==> src/rtl/extint_pkg.sv <==
package extint_pkg;

    typedef enum logic [1:0] {
        SENSE_LOW  = 2'b00,
        SENSE_ANY  = 2'b01,
        SENSE_FALL = 2'b10,
        SENSE_RISE = 2'b11
    } sense_mode_e;

endpackage

==> src/rtl/extint_sync.sv <==
module extint_sync #(
    parameter int STAGES = 2
) (
    input  logic clk,
    input  logic pin_i,
    output logic sync_o,
    output logic prev_o
);
    localparam int LAST = STAGES - 1;

    typedef struct packed {
        logic [STAGES-1:0] chain;
        logic              prev;
    } sync_state_t;

    sync_state_t st_d, st_q;

    // History register always tracks the synchronised value, so during reset
    // it already equals the current pin level and no false edge appears.
    always_comb begin
        st_d       = st_q;
        st_d.chain = {st_q.chain[STAGES-2:0], pin_i};
        st_d.prev  = st_q.chain[LAST];
    end

    always_ff @(posedge clk) begin
        st_q <= st_d;
    end

    assign sync_o = st_q.chain[LAST];
    assign prev_o = st_q.prev;

endmodule

==> src/rtl/extint_sense_chan.sv <==
module extint_sense_chan
    import extint_pkg::*;
(
    input  logic        clk,
    input  logic        rst_n,
    input  sense_mode_e mode_i,
    input  logic        sync_i,
    input  logic        prev_i,
    input  logic        clr_i,
    input  logic        ack_i,
    output logic        req_o,
    output logic        flag_o
);
    typedef struct packed {
        logic flag;
    } chan_state_t;

    chan_state_t st_d, st_q;
    logic        rise_w;
    logic        fall_w;
    logic        evt_w;

    always_comb begin
        rise_w = sync_i & ~prev_i;
        fall_w = ~sync_i & prev_i;
        unique case (mode_i)
            SENSE_ANY:  evt_w = rise_w | fall_w;
            SENSE_FALL: evt_w = fall_w;
            SENSE_RISE: evt_w = rise_w;
            default:    evt_w = 1'b0;
        endcase

        st_d = st_q;
        if (!rst_n || mode_i == SENSE_LOW) begin
            st_d.flag = 1'b0;
        end else begin
            // a fresh event outranks a clear in the same cycle
            st_d.flag = evt_w | (st_q.flag & ~clr_i & ~ack_i);
        end
    end

    always_ff @(posedge clk) begin
        st_q <= st_d;
    end

    assign req_o  = (mode_i == SENSE_LOW) ? ~sync_i : st_q.flag;
    assign flag_o = st_q.flag;

    AST_EDGE_BEATS_CLEAR: assert property (@(posedge clk) disable iff (!rst_n)
        evt_w |=> st_q.flag);

    AST_CLEAR_TAKES: assert property (@(posedge clk) disable iff (!rst_n)
        (st_q.flag && clr_i && !evt_w) |=> !st_q.flag);

    AST_ACK_TAKES: assert property (@(posedge clk) disable iff (!rst_n)
        (st_q.flag && ack_i && !evt_w) |=> !st_q.flag);

    AST_LEVEL_NO_FLAG: assert property (@(posedge clk) disable iff (!rst_n)
        $past(mode_i == SENSE_LOW) |-> !st_q.flag);

    AST_FLAG_HOLDS: assert property (@(posedge clk) disable iff (!rst_n)
        (st_q.flag && !clr_i && !ack_i && mode_i != SENSE_LOW) |=> st_q.flag);

endmodule

==> src/rtl/extint_edge_chan.sv <==
module extint_edge_chan (
    input  logic clk,
    input  logic rst_n,
    input  logic pol_i,
    input  logic sync_i,
    input  logic clr_i,
    input  logic ack_i,
    output logic req_o,
    output logic flag_o
);
    typedef struct packed {
        logic act_prev;
        logic flag;
    } edge_state_t;

    edge_state_t st_d, st_q;
    logic        act_w;
    logic        evt_w;

    // act_w is high when the pin shows the level the selected edge leads to;
    // a polarity change alters it as well, which can raise an event by itself.
    always_comb begin
        act_w = pol_i ? sync_i : ~sync_i;
        evt_w = act_w & ~st_q.act_prev;

        st_d          = st_q;
        st_d.act_prev = act_w;
        if (!rst_n) begin
            st_d.flag = 1'b0;
        end else begin
            st_d.flag = evt_w | (st_q.flag & ~clr_i & ~ack_i);
        end
    end

    always_ff @(posedge clk) begin
        st_q <= st_d;
    end

    assign req_o  = st_q.flag;
    assign flag_o = st_q.flag;

    AST_POL_SWITCH_SETS: assert property (@(posedge clk) disable iff (!rst_n)
        (!$past(pol_i) && pol_i && sync_i && $past(sync_i)) |=> st_q.flag);

    AST_EDGE_CLR_WINS: assert property (@(posedge clk) disable iff (!rst_n)
        (evt_w && clr_i) |=> st_q.flag);

    AST_EDGE_CLEARED: assert property (@(posedge clk) disable iff (!rst_n)
        (st_q.flag && (clr_i || ack_i) && !evt_w) |=> !st_q.flag);

endmodule

==> src/rtl/extint_ctrl.sv <==
module extint_ctrl
    import extint_pkg::*;
#(
    parameter int NUM_SENSE   = 2,
    parameter int SYNC_STAGES = 2
) (
    input  logic                   clk,
    input  logic                   rst_n,
    input  logic [NUM_SENSE:0]     pin_i,
    input  logic                   cfg_we_i,
    input  logic [2*NUM_SENSE:0]   cfg_wdata_i,
    input  logic                   gie_i,
    input  logic [NUM_SENSE:0]     mask_i,
    input  logic [NUM_SENSE:0]     flag_clr_i,
    input  logic [NUM_SENSE:0]     ack_i,
    output logic [NUM_SENSE:0]     irq_o,
    output logic [NUM_SENSE:0]     flag_o
);
    localparam int NUM_CH  = NUM_SENSE + 1;
    localparam int CFG_W   = 2 * NUM_SENSE + 1;
    localparam int POL_BIT = CFG_W - 1;

    typedef struct packed {
        logic [CFG_W-1:0] cfg;
    } ctrl_state_t;

    ctrl_state_t st_d, st_q;

    logic [NUM_CH-1:0] sync_w;
    logic [NUM_CH-1:0] prev_w;
    logic [NUM_CH-1:0] req_w;

    always_comb begin
        st_d = st_q;
        if (!rst_n) begin
            st_d.cfg = '0;
        end else if (cfg_we_i) begin
            st_d.cfg = cfg_wdata_i;
        end
    end

    always_ff @(posedge clk) begin
        st_q <= st_d;
    end

    for (genvar c = 0; c < NUM_CH; c++) begin : g_sync
        extint_sync #(
            .STAGES (SYNC_STAGES)
        ) sync_i (
            .clk    (clk),
            .pin_i  (pin_i[c]),
            .sync_o (sync_w[c]),
            .prev_o (prev_w[c])
        );
    end

    for (genvar c = 0; c < NUM_SENSE; c++) begin : g_sense
        extint_sense_chan chan_i (
            .clk    (clk),
            .rst_n  (rst_n),
            .mode_i (sense_mode_e'(st_q.cfg[2*c +: 2])),
            .sync_i (sync_w[c]),
            .prev_i (prev_w[c]),
            .clr_i  (flag_clr_i[c]),
            .ack_i  (ack_i[c]),
            .req_o  (req_w[c]),
            .flag_o (flag_o[c])
        );
    end

    extint_edge_chan edge_i (
        .clk    (clk),
        .rst_n  (rst_n),
        .pol_i  (st_q.cfg[POL_BIT]),
        .sync_i (sync_w[NUM_SENSE]),
        .clr_i  (flag_clr_i[NUM_SENSE]),
        .ack_i  (ack_i[NUM_SENSE]),
        .req_o  (req_w[NUM_SENSE]),
        .flag_o (flag_o[NUM_SENSE])
    );

    // prev_w is unused on the edge-only channel; it keeps its own history
    logic unused_prev;
    assign unused_prev = prev_w[NUM_SENSE];

    assign irq_o = req_w & mask_i & {NUM_CH{gie_i}};

    AST_CFG_RESET_ZERO: assert property (@(posedge clk)
        $past(!rst_n) |-> (st_q.cfg == '0));

    AST_CFG_WRITE: assert property (@(posedge clk) disable iff (!rst_n)
        cfg_we_i |=> (st_q.cfg == $past(cfg_wdata_i)));

endmodule

==> config.mk <==
export PLATFORM = sky130hd
export DESIGN_NAME = extint_ctrl
export DESIGN_NICKNAME = d
export VERILOG_FILES = /design/src/rtl/extint_pkg.sv /design/src/rtl/extint_sync.sv /design/src/rtl/extint_sense_chan.sv /design/src/rtl/extint_edge_chan.sv /design/src/rtl/extint_ctrl.sv
export SDC_FILE = /design/constraint.sdc
export NUM_CORES = 1
export LEC_CHECK = 0
export ABC_AREA = 0
export BUFFER_PORTS_ARGS = -buffer_cell sky130_fd_sc_hd__buf_2
export CORE_MARGIN = 2
export CORE_UTILIZATION = 50
export CTS_BUF_LIST = sky130_fd_sc_hd__clkbuf_8
export CTS_CLUSTER_DIAMETER = 150
export DETAILED_ROUTE_END_ITERATION = 8
export PLACE_DENSITY_LB_ADDON = 0.05
export SETUP_SLACK_MARGIN = 0.05
export SLEW_MARGIN = 20
export SYNTH_ARGS = -nofsm -noshare
export SYNTH_HDL_FRONTEND = slang
export SYNTH_HIERARCHICAL = 1
export SYNTH_SLANG_ARGS = --single-unit
==> constraint.sdc <==
create_clock -name clk -period 1.68 [get_ports clk]
set_input_delay 0.168 -clock clk [delete_from_list [all_inputs] [get_ports clk]]
set_output_delay 0.168 -clock clk [all_outputs]
set_load 0.02 [all_outputs]
After elaboration in Yosys (flattened, before gate mapping)
Index checks and enable logic that the tools add are counted.

Flip-flop bits (word level): 17. Word-level logic and storage cells: 56.

Equality and inequality tests: 6. Multiplexer cells: 5. Bitwise gates (word level): 30. Reduce and logical (&&, ||, !) cells: 5.

Operators with widths (number): $not 1->1 (12); $and 1x1->1 (11); $eq 2x2->1 const B (4); $and 3x3->3 (2); $pmux 1 s3 (2); $or 1x1->1 (5); $eq 2x1->1 const B (2); $logic_not 2->1 (2); $mux 1 (3); $logic_or 1x1->1 (2); $logic_not 1->1 (1).

Logic depth before layout (Yosys ltp)
Word-level depth: 5. Gate-level depth with buffers: 5. Mapped depth without buffers: 5.

By module
The synthesis kept the hierarchy.

Modules (own cells, without submodules): extint_sense_chan (times used 2, cells each 15, area each 117.6 um2, seq. area each 20.0 um2); extint_ctrl (times used 1, cells each 19, area each 211.5 um2, seq. area each 100.1 um2); extint_sync (times used 3, cells each 3, area each 60.1 um2, seq. area each 60.1 um2); extint_edge_chan (times used 1, cells each 7, area each 81.3 um2, seq. area each 40.0 um2).

Worst setup path after synthesis
No wires, ideal clock.

Path type: reg2reg. From: register g_sync[0].sync_i.st_q (netlist bit g_sync[0].sync_i/sync_o). To: register g_sense[0].chan_i.st_q. Arrival time: 0.986 ns. Required time: 1.554 ns. Path slack: 0.568 ns. Stages on the path, launching flop included: 6. Path buffers: 0. Period minus slack after synthesis: 1.112 ns. Cells stage by stage: dfxtp_1 > inv_1 > ha_1 > nor2_1 > o41ai_2 > a21oi_1.

Word-level cells in the longest chain between the ends: 5.

Ends and longest elaborated chain: from (decl) (line extint_sync.sv:16) `sync_state_t st_d, st_q;`; from (signal assigned) (line extint_sync.sv:27) `st_q <= st_d;`; $not 1->1 (line extint_sense_chan.sv:25) `fall_w = ~sync_i & prev_i;`; $and 1x1->1 (line extint_sense_chan.sv:25); $or 1x1->1 (line extint_sense_chan.sv:27) `SENSE_ANY: evt_w = rise_w | fall_w;`; $pmux 1 s3 * (line extint_sense_chan.sv:26) `unique case (mode_i)`; $or 1x1->1 * (line extint_sense_chan.sv:38) `st_d.flag = evt_w | (st_q.flag & ~clr_i & ~ack_i);`; to (signal assigned) (line extint_sense_chan.sv:43) `st_q <= st_d;`; to (decl) (line extint_sense_chan.sv:18) `chan_state_t st_d, st_q;`.

Mark *: on every way between the ends. The rest lies on a longest branch, timed or not. A chain may end at the register's enable or synchronous reset.

==> out/metrics.cfg <==
[finish]
drive_gt1_share_pct = 38.0
nNetsFinal = 118
final_cell_mix = buf_2, dfxtp_1, inv_1, nor2_1
antennaDiodeCount = 0
fill_cells = 116
regArea_um2 = 340
layout_commonest_cell = buf_2
multi_input_area_um2 = 303
syn2layout_area_growth_pct = 25.6
design_area_um2 = 865

[floorplanning]
io-pin-count = 27
die_w_um = 41.1
coreArea_um2 = 1300
dieArea_um2 = 1690
initial_utilization_pct = 52.9
rows = 13
die_y_um = 41.1

[timing]
setup_viol = 0
hold_viol_final = 0
final.setup.tns_ns = 0
max_slew_margin_pct = 83.9
min_period_ns = 1.35
maxSlewViolCount = 0
post-route-period-util_pct = 80.2
rsz0062_at_grt = no
fin_skew_ns = 0.000777
setup_slack_ns = 0.333
worst_slew_pin_slew_ns = 0.239
max_freq_ghz = 0.743

[worst_setup_path]
crit_path_top_delay_cell = dfxtp_1
crit_path_max_fanout = 5
endpoint_kind = output pin
crit_top_cell = nor2_1
start_kind = register
cp_top_family = flip-flops
path_buf_inv = 1
worstPathArrival_ns = 1.18
cp.required_ns = 1.51
timing_worst_setup_path_type = register to output pin
path_cells = nor2_1 > nor2_1 > a21oi_1 > and3_1 > buf_2
slowest_delay_ns = 0.34

[placed_design]
post_dp_cell_area_um2 = 818
place.gp.congestion = 0.606
pre_cts_ws_ns = 0.449
io_buffers = 26
hpwl_um = 932

[clocking]
htree_levels = 1
cts_resized = 0
cts_max_path_buffers = 2
clk_pin_slew_ns = 0.06
root_buffer = clkbuf_8
cts-hold-fix-buffers = 0
post_cts_buffers = 0
clock_sinks = 17
cts_tree = done
cts_buffers = 3
clk_latency_ns = 0.25

[routing]
postRouteAntennaNets = 0
vias_per_cell = 4.78
wl_um = 1140
drc = 0
wire_per_inst_um = 10.7
vias = 511
drt-initial-drc-count = 6
first_pass_iters = 4

[logic_synthesis]
synth.net_count = 89
ys_warn_count = 6
synth_cells = 64
avgSynthCellArea_um2 = 10.8
synth.cell_area_um2 = 688

[worst_hold_path]
hp-class = primary input to register

[pwr]
power-per-cell-area_nw_per_um2 = 966
power.leakage_nw = 0.443
pwr-share-clk_pct = 35.5
p_int_w = 0.000642
combPwrFrac_pct = 11.6
seq_power_share_pct = 53.0
sw_frac_of_total_pct = 23.2
ir_drop_v = 0.000807
switching_power_w = 0.000194

[flow_run]
drv_cap = 0

[global_route]
antenna_found_initial = 0
grt_usage_pct = 16.6
grt_pass1_wl_um = 1710
grt_overflow = 0
grt_max_degree = 11
grt_pass1_vias = 451

[outcome]
status = finished, final reports clean

-- final timing paths --
kind,start,end,slack (ns),cells after the start
hold reg to reg,g_sync[1].sync_i/st_d[2],g_sync[1].sync_i/sync_o,0.33,0
hold / removal,pin_i[0],g_sync[0].sync_i/st_d[2],0.02,1
setup reg to reg,g_sync[1].sync_i/sync_o,g_sense[1].chan_i/flag_o,0.45,5
setup / recovery,st_q[3],irq_o[1],0.33,5
-- area by class of cell --
cell class              instances  share of cell area, %
flip-flops and latches         17                   39.4
multi-input cells              38                   35.0
repair buffers                 26                   15.1
clock buffers                   3                   4.78
inverters                       7                   3.04
well taps                      15                   2.17
clock inverters                 1                  0.579
-- through the flow --
step                      util, %  total power [W]  std cells  hold WS [ns]
after detailed placement     62.9         0.000550        103         0.272
after CTS                    66.4         0.000852        107       0.00993
after global routing         66.4         0.000878        107       0.00934
after floorplan                 -         0.000510         64         0.196
final                        66.4         0.000836        107        0.0177
after global placement       62.9         0.000546        103         0.271
-- flip-flops by register name, indices dropped and copies added (netlist names) --
signal and count:
g_sync.sync_i/prev_o 2, g_sync.sync_i/sync_o 3, g_sense.chan_i/flag_o 2, st_q 5
g_sync.sync_i/st_d 3, edge_i/st_q 1, edge_i/flag_o 1
-- power groups by stage --
stage	clock, W	sequential, W	combinational [W]
2_1_floorplan	0	0.000454	0.0000569
3_3_place_gp	0	0.000451	0.0000951
3_5_place_dp	0	0.000452	0.0000979
4_1_cts	0.000311	0.000443	0.0000981
5_1_grt	0.000324	0.000446	0.000109
6_report	0.000296	0.000443	0.0000965
-- per-layer routing --
| layer | up-vias | wire length (um) | GRT usage (%) |
|---|---|---|---|
| met5 | - | 0 | 0 |
| met3 | 2 | 81 | 4.89 |
| li1 | 267 | - | - |
| met1 | 226 | 476 | 15.3 |
| met2 | 16 | 571 | 31.6 |
| met4 | 0 | 14 | 9.68 |
Note: power is estimated with default switching activity, not from simulation.
